$ cat config.mk
export PLATFORM = sky130hd
export DESIGN_NAME = blkmove_engine
export DESIGN_NICKNAME = d
export VERILOG_FILES = /design/src/rtl/blkmove_pkg.sv /design/src/rtl/blkmove_fsm.sv /design/src/rtl/blkmove_flagcalc.sv /design/src/rtl/blkmove_regs.sv /design/src/rtl/blkmove_engine.sv
export SDC_FILE = /design/constraint.sdc
export NUM_CORES = 1
export LEC_CHECK = 0
export ABC_CLOCK_PERIOD_IN_PS = 4030
export CORE_AREA = 3 3 153 155
export CTS_CLUSTER_SIZE = 16
export DETAILED_ROUTE_END_ITERATION = 8
export DIE_AREA = 0 0 156 158
export GPL_TIMING_DRIVEN = 0
export PLACE_DENSITY = 0.56
export SETUP_SLACK_MARGIN = 0.15
export SLEW_MARGIN = 20
export SYNTH_ARGS = -nofsm -noshare
export SYNTH_HDL_FRONTEND = slang
export SYNTH_SLANG_ARGS = --single-unit
$ cat constraint.sdc
create_clock -name clk -period 4.03 [get_ports clk]
set_input_delay 0.6045 -clock clk [delete_from_list [all_inputs] [get_ports clk]]
set_output_delay 0.6045 -clock clk [all_outputs]
set_load 0.01 [all_outputs]
$ cat src/rtl/blkmove_pkg.sv
`timescale 1ns/1ps
package blkmove_pkg;

    typedef enum logic [2:0] {
        ST_IDLE,
        ST_READ,
        ST_WRITE,
        ST_STEP,
        ST_DONE
    } eng_state_t;

    typedef struct packed {
        logic search;
        logic rep;
        logic down;
    } cmd_t;

    localparam int FL_S  = 7;
    localparam int FL_Z  = 6;
    localparam int FL_H  = 4;
    localparam int FL_PV = 2;
    localparam int FL_N  = 1;
    localparam int FL_C  = 0;
    localparam int FLAG_W = 8;

endpackage

$ cat src/rtl/blkmove_fsm.sv
`timescale 1ns/1ps
module blkmove_fsm
    import blkmove_pkg::*;
(
    input  logic       clk,
    input  logic       rst_n,
    input  logic       start,
    input  logic       search,
    input  logic       rep,
    input  logic       mem_ack,
    input  logic       last,
    input  logic       hit,
    output eng_state_t state,
    output logic       busy,
    output logic       done,
    output logic       mem_req,
    output logic       mem_we,
    output logic       load,
    output logic       capture,
    output logic       step_en
);

    eng_state_t nxt;

    // state register
    always_ff @(posedge clk or negedge rst_n) begin
        if (!rst_n) begin
            state <= ST_IDLE;
        end else begin
            state <= nxt;
        end
    end

    // transitions
    always_comb begin
        nxt = state;
        unique case (state)
            ST_IDLE:  if (start) nxt = ST_READ;
            ST_READ:  if (mem_ack) nxt = search ? ST_STEP : ST_WRITE;
            ST_WRITE: if (mem_ack) nxt = ST_STEP;
            ST_STEP:  nxt = (rep && !last && !(search && hit)) ? ST_READ : ST_DONE;
            ST_DONE:  nxt = ST_IDLE;
            default:  nxt = ST_IDLE;
        endcase
    end

    // outputs
    always_comb begin
        busy    = 1'b0;
        done    = 1'b0;
        mem_req = 1'b0;
        mem_we  = 1'b0;
        load    = 1'b0;
        capture = 1'b0;
        step_en = 1'b0;
        unique case (state)
            ST_IDLE: begin
                load = start;
            end
            ST_READ: begin
                busy    = 1'b1;
                mem_req = 1'b1;
                capture = mem_ack;
            end
            ST_WRITE: begin
                busy    = 1'b1;
                mem_req = 1'b1;
                mem_we  = 1'b1;
            end
            ST_STEP: begin
                busy    = 1'b1;
                step_en = 1'b1;
            end
            ST_DONE: begin
                done = 1'b1;
            end
            default: begin
                busy = 1'b0;
            end
        endcase
    end

endmodule

$ cat src/rtl/blkmove_flagcalc.sv
`timescale 1ns/1ps
module blkmove_flagcalc
    import blkmove_pkg::*;
#(
    parameter int DW = 8
) (
    input  logic              search,
    input  logic              more,
    input  logic [FLAG_W-1:0] flags_cur,
    input  logic [DW-1:0]     key,
    input  logic [DW-1:0]     data,
    output logic [FLAG_W-1:0] flags_nxt,
    output logic              hit
);

    localparam int NIB = 4;

    logic [DW-1:0] diff;
    logic          nib_borrow;

    assign diff       = key - data;
    assign nib_borrow = key[NIB-1:0] < data[NIB-1:0];
    assign hit        = (key == data);

    always_comb begin
        flags_nxt        = flags_cur;
        flags_nxt[FL_PV] = more;
        if (search) begin
            flags_nxt[FL_S] = diff[DW-1];
            flags_nxt[FL_Z] = (diff == '0);
            flags_nxt[FL_H] = nib_borrow;
            flags_nxt[FL_N] = 1'b1;
        end else begin
            flags_nxt[FL_H] = 1'b0;
            flags_nxt[FL_N] = 1'b0;
        end
    end

endmodule

$ cat src/rtl/blkmove_regs.sv
`timescale 1ns/1ps
module blkmove_regs
    import blkmove_pkg::*;
#(
    parameter int AW = 16,
    parameter int CW = 16,
    parameter int DW = 8
) (
    input  logic              clk,
    input  logic              rst_n,
    input  logic              load,
    input  logic              capture,
    input  logic              step_en,
    input  cmd_t              cmd_in,
    input  logic [AW-1:0]     src_in,
    input  logic [AW-1:0]     dst_in,
    input  logic [CW-1:0]     cnt_in,
    input  logic [DW-1:0]     key_in,
    input  logic [FLAG_W-1:0] flags_in,
    input  logic [DW-1:0]     rdata,
    input  logic [FLAG_W-1:0] flags_nxt,
    output cmd_t              cmd,
    output logic [AW-1:0]     src,
    output logic [AW-1:0]     dst,
    output logic [CW-1:0]     cnt,
    output logic [DW-1:0]     key,
    output logic [DW-1:0]     data,
    output logic [FLAG_W-1:0] flags,
    output logic              more,
    output logic              last
);

    logic [CW-1:0] cnt_dec;

    function automatic logic [AW-1:0] nudge(input logic [AW-1:0] p, input logic dn);
        return dn ? p - 1'b1 : p + 1'b1;
    endfunction

    assign cnt_dec = cnt - 1'b1;
    assign last    = (cnt_dec == '0);
    assign more    = !last;

    always_ff @(posedge clk or negedge rst_n) begin
        if (!rst_n) begin
            cmd   <= '0;
            src   <= '0;
            dst   <= '0;
            cnt   <= '0;
            key   <= '0;
            data  <= '0;
            flags <= '0;
        end else if (load) begin
            cmd   <= cmd_in;
            src   <= src_in;
            dst   <= dst_in;
            cnt   <= cnt_in;
            key   <= key_in;
            flags <= flags_in;
        end else begin
            if (capture) begin
                data <= rdata;
            end
            if (step_en) begin
                src   <= nudge(src, cmd.down);
                cnt   <= cnt_dec;
                flags <= flags_nxt;
                if (!cmd.search) begin
                    dst <= nudge(dst, cmd.down);
                end
            end
        end
    end

endmodule

$ cat src/rtl/blkmove_engine.sv
`timescale 1ns/1ps
module blkmove_engine
    import blkmove_pkg::*;
#(
    parameter int AW = 16,
    parameter int CW = 16,
    parameter int DW = 8
) (
    input  logic          clk,
    input  logic          rst_n,
    input  logic          start,
    input  logic          cmd_search,
    input  logic          cmd_rep,
    input  logic          cmd_down,
    input  logic [AW-1:0] src_in,
    input  logic [AW-1:0] dst_in,
    input  logic [CW-1:0] cnt_in,
    input  logic [DW-1:0] key_in,
    input  logic [7:0]    flags_in,
    output logic          busy,
    output logic          done,
    output logic          mem_req,
    output logic          mem_we,
    output logic [AW-1:0] mem_addr,
    output logic [DW-1:0] mem_wdata,
    input  logic [DW-1:0] mem_rdata,
    input  logic          mem_ack,
    output logic [AW-1:0] src_out,
    output logic [AW-1:0] dst_out,
    output logic [CW-1:0] cnt_out,
    output logic [7:0]    flags_out
);

    eng_state_t        state;
    cmd_t              cmd_in;
    cmd_t              cmd;
    logic              load, capture, step_en;
    logic              more, last, hit;
    logic              mode_search, mode_rep;
    logic [DW-1:0]     key, data;
    logic [FLAG_W-1:0] flags, flags_nxt;

    assign cmd_in      = '{search: cmd_search, rep: cmd_rep, down: cmd_down};
    assign mode_search = cmd.search;
    assign mode_rep    = cmd.rep;

    blkmove_fsm u_fsm (
        .clk     (clk),
        .rst_n   (rst_n),
        .start   (start),
        .search  (mode_search),
        .rep     (mode_rep),
        .mem_ack (mem_ack),
        .last    (last),
        .hit     (hit),
        .state   (state),
        .busy    (busy),
        .done    (done),
        .mem_req (mem_req),
        .mem_we  (mem_we),
        .load    (load),
        .capture (capture),
        .step_en (step_en)
    );

    blkmove_regs #(.AW(AW), .CW(CW), .DW(DW)) u_regs (
        .clk       (clk),
        .rst_n     (rst_n),
        .load      (load),
        .capture   (capture),
        .step_en   (step_en),
        .cmd_in    (cmd_in),
        .src_in    (src_in),
        .dst_in    (dst_in),
        .cnt_in    (cnt_in),
        .key_in    (key_in),
        .flags_in  (flags_in),
        .rdata     (mem_rdata),
        .flags_nxt (flags_nxt),
        .cmd       (cmd),
        .src       (src_out),
        .dst       (dst_out),
        .cnt       (cnt_out),
        .key       (key),
        .data      (data),
        .flags     (flags),
        .more      (more),
        .last      (last)
    );

    blkmove_flagcalc #(.DW(DW)) u_flag (
        .search    (mode_search),
        .more      (more),
        .flags_cur (flags),
        .key       (key),
        .data      (data),
        .flags_nxt (flags_nxt),
        .hit       (hit)
    );

    assign mem_addr  = (state == ST_WRITE) ? dst_out : src_out;
    assign mem_wdata = data;
    assign flags_out = flags;

endmodule

==> results of run 1 <==
[per-stage QoR]
| step | worst slack [ns] | setup TNS, ns |
|---|---|---|
| after floorplan | 1.18 | 0 |
| after global placement | -0.830 | -64.01 |
| after detailed placement | 0.614 | 0 |
| after CTS | 0.231 | 0 |
| after global routing | 0.349 | 0 |
| final | 0.479 | 0 |
[critical path, cell delays in order, from the launching register on]
cell             delay, ns
dfrtp_1               0.36
clkbuf_1              0.19
nand2b_1              0.26
nor2_4                0.35
clkbuf_1              0.54
mux2_2                0.41
clkdlybuf4s50_1       0.49
[final timing paths]
| check | start | to | slack, ns | depth (start not counted) |
|---|---|---|---|---|
| max in group asynchronous | rst_n | u_regs.cnt[8] | 3.20 | 2 |
| hold reg to reg | u_regs.flags[5] | u_regs.flags[5] | 0.47 | 2 |
| setup / recovery | u_fsm.state[0] | mem_addr[14] | 0.48 | 6 |
| hold / removal | rst_n | u_regs.dst[6] | 0.20 | 1 |
| min in group clk | u_regs.flags[5] | u_regs.flags[5] | 0.47 | 2 |
| setup reg to reg | u_regs.cmd[0] | u_regs.dst[15] | 1.07 | 7 |
[state kept, by name (all words and copies together), names as in the netlist]
register / count
u_fsm.state: 3
u_regs.cmd: 3
u_regs.cnt: 16
u_regs.data: 8
u_regs.dst: 16
u_regs.flags: 8
u_regs.key: 8
u_regs.src: 16
[synthesized netlist by cell type, drive strengths merged (4+ instances only)]
| cell | count |
|---|---|
| nor2b | 6 |
| o21a | 6 |
| xnor2 | 13 |
| a31oi | 5 |
| a22oi | 14 |
| ha | 37 |
| inv | 22 |
| nand4 | 6 |
| a211oi | 10 |
| nand3 | 7 |
| or4 | 4 |
| a21oi | 48 |
| xor2 | 13 |
| mux2 | 17 |
| dfrtp | 78 |
| a21o | 13 |
| nand2b | 9 |
| nand3b | 4 |
| nand2 | 86 |
| o21ai | 62 |
| and3 | 5 |
| o211ai | 9 |
| clkbuf | 25 |
| a221o | 9 |
| a211o | 5 |
| nor2 | 37 |
| nor3 | 16 |
| nor4 | 7 |
[layer usage]
metal,global-route usage [%],vias up
met5,0,-
met4,2.82,0
met3,3.47,9
met2,27.4,155
met1,23.0,2606
li1,-,2712
[kinds of logic after synthesis]
kind of cell               Yosys count  share of synthesized area (%)
and+or+nand+nor                    205                           18.3
AOI/OAI and AO/OA                  219                           26.0
muxes                               18                           3.65
buffers and inverters               49                           3.36
DFF                                 78                           35.4
adders and majority gates           39                           9.13
xor gates and xnor gates            26                           4.13
[layout by cell type, fill, tap and decap left out, drive strengths merged, types with 6 or more instances in the layout]
| cell type | netlist | routed |
|---|---|---|
| clkdlybuf4s50 | 0 | 161 |
| nand2 | 86 | 86 |
| dfrtp | 78 | 78 |
| o21ai | 62 | 62 |
| a21oi | 48 | 48 |
| clkbuf | 25 | 39 |
| ha | 37 | 37 |
| nor2 | 37 | 37 |
| inv | 22 | 22 |
| mux2 | 17 | 17 |
| nor3 | 16 | 16 |
| a22oi | 14 | 14 |
| xor2 | 13 | 13 |
| a21o | 13 | 13 |
| xnor2 | 13 | 13 |
| a211oi | 10 | 10 |
| nand2b | 9 | 9 |
| o211ai | 9 | 9 |
| a221o | 9 | 9 |
| nand3 | 7 | 7 |
| nor4 | 7 | 7 |
| nor2b | 6 | 6 |
| o21a | 6 | 6 |
| nand4 | 6 | 6 |
[power breakdown]
part           total [W]  switching [W]  internal (W)
Combinational    0.00496        0.00256       0.00240
Clock           0.000794       0.000329      0.000465
Sequential       0.00171       0.000537       0.00117
[layout make-up]
| type | instances | area share (%) |
|---|---|---|
| Inverter | 22 | 1.06 |
| Sequential cell | 78 | 25.1 |
| Clock buffer | 14 | 3.51 |
| Buffer | 27 | 1.32 |
| Tap cell | 280 | 4.49 |
| Timing Repair Buffer | 163 | 21.1 |
| Multi-Input combinational cell | 507 | 43.4 |
| Clock inverter | 1 | 0.0642 |
==> flow_summary_export.csv, run 1 <==
group,metric,value,unit
layout,register_area,1950,sq um
place,placed_cell_area,7510,sq um
place,place_congestion,0.833,
pwr,power_leakage,3.21,nW
pwr,cellPowerDensity,957,nW/um^2
run_status,status,"complete, no violations",
global_routing,grtUsageTotal,16.7,%
layout,multi_input_area,3380,sq um
global_routing,gr-total-overflow,0,
logic_synthesis,ys_ff_latch,78,
timing,rsz0062_at_grt,"no",
clocking,clkSinkCount,78,
logic_synthesis,synth_flop_cell,"dfrtp_1",
place,hpwlAfterDp,15700,um
routing,via_per_inst,5.02,
layout,drive_gt1_share,5.79,%
global_routing,grt_pass1_wl,32100,um
layout,post_layout_nonfiller_instances,1092,
floorplanning,io_pins,163,
routing,drt_iter0_markers,338,
timing,setup_viol,0,
logic_synthesis,seq_area_frac_synth,35.4,%
clocking,holdBufCountCts,0,
place,io_buffers,162,
logic_synthesis,synth-edff-count,0,
clocking,cts.clk_slew.worst_paths,0.06,ns
timing,fmax,0.282,GHz
layout,nets,926,
logic_synthesis,async_reset_ff_share,100,%
clocking,cts_made_buffers,9,
floorplanning,start_util,25.1,%
global_routing,grt_pass1_vias,5516,
worst_setup_path,path_max_fanout,10,
layout,fin_area,7800,sq um
pwr,peakVddDrop,0.340,mV
routing,drc,0,
clocking,cts_resized,0,
logic_synthesis,synth.distinct_cells,67,
hold_path,hp-class,"primary input to asynchronous set/reset pin",
logic_synthesis,synth.area.top_cells,"dfrtp_1 35%, ha_1 8.4%, nand2_1 5.9%",
place,placed_cells,1077,
logic_synthesis,synth_top_area_share,35.4,%
layout,area_growth,41.5,%
logic_synthesis,netlist_area,5510,sq um
clocking,clock_path_buffers,2,
routing,vias,5482,
layout,post-route-util,35.5,%
timing,skew,0.00949,ns
layout,fill_cells,2299,
worst_setup_path,startpoint_type,"flop",
timing,finalMaxSlewViolations,0,
floorplanning,placementRows,54,
clocking,post_cts_buffers,0,
logic_synthesis,synth_cells,634,
run,drv_cap,0,
timing,slew_headroom,42.5,%
pwr,finalPower,0.00746,W
worst_setup_path,arrival,2.95,ns
global_routing,grt_max_degree,52,
worst_setup_path,path_class,"flop to output port",
routing,wl_met1,9990,um
floorplanning,die_x,156,um
routing,routedWlPerCell,18.8,um
logic_synthesis,yosysWarningCount,0,
timing,period_minus_slack,3.55,ns
timing,period_share,88.1,%
timing,hold_violations,0,
floorplanning,dieArea,24600,sq um
logic_synthesis,postSynthAreaPerCell,8.69,sq um
routing,antenna_left,0,
clocking,h-tree-depth,3,
routing,firstDrtPassIters,5,
timing,worstMarginPinSlew,0.860,ns
routing,met3WireLength,878,um
worst_setup_path,critPathRequiredTime,3.43,ns
clocking,cts-root-buf,"clkbuf_16",
routing,wirelength,20500,um
global_routing,antenna_found_initial,0,
floorplanning,core_area,22000,sq um
floorplanning,die_h,158,um
logic_synthesis,yosys.area.top_type,"dfrtp_1",
clocking,cts_tree,"built",
layout,num_antenna_cells,0,
worst_setup_path,cp-end-kind,"output port",
timing,timing.hold.ws,0.196,ns
routing,wl_met2,9500,um
routing,top_layer_used,"met4",
logic_synthesis,syn-num-nets,752,
clocking,clock_latency,0.34,ns
(Power assumes the default switching activity.)
==> inputs of run 2 (changes only) <==
Settings changed: ABC_CLOCK_PERIOD_IN_PS 4030 to not set.
==> results of run 2 <==
Same layout as run 1: the final DEF is identical, and so are final timing and power.
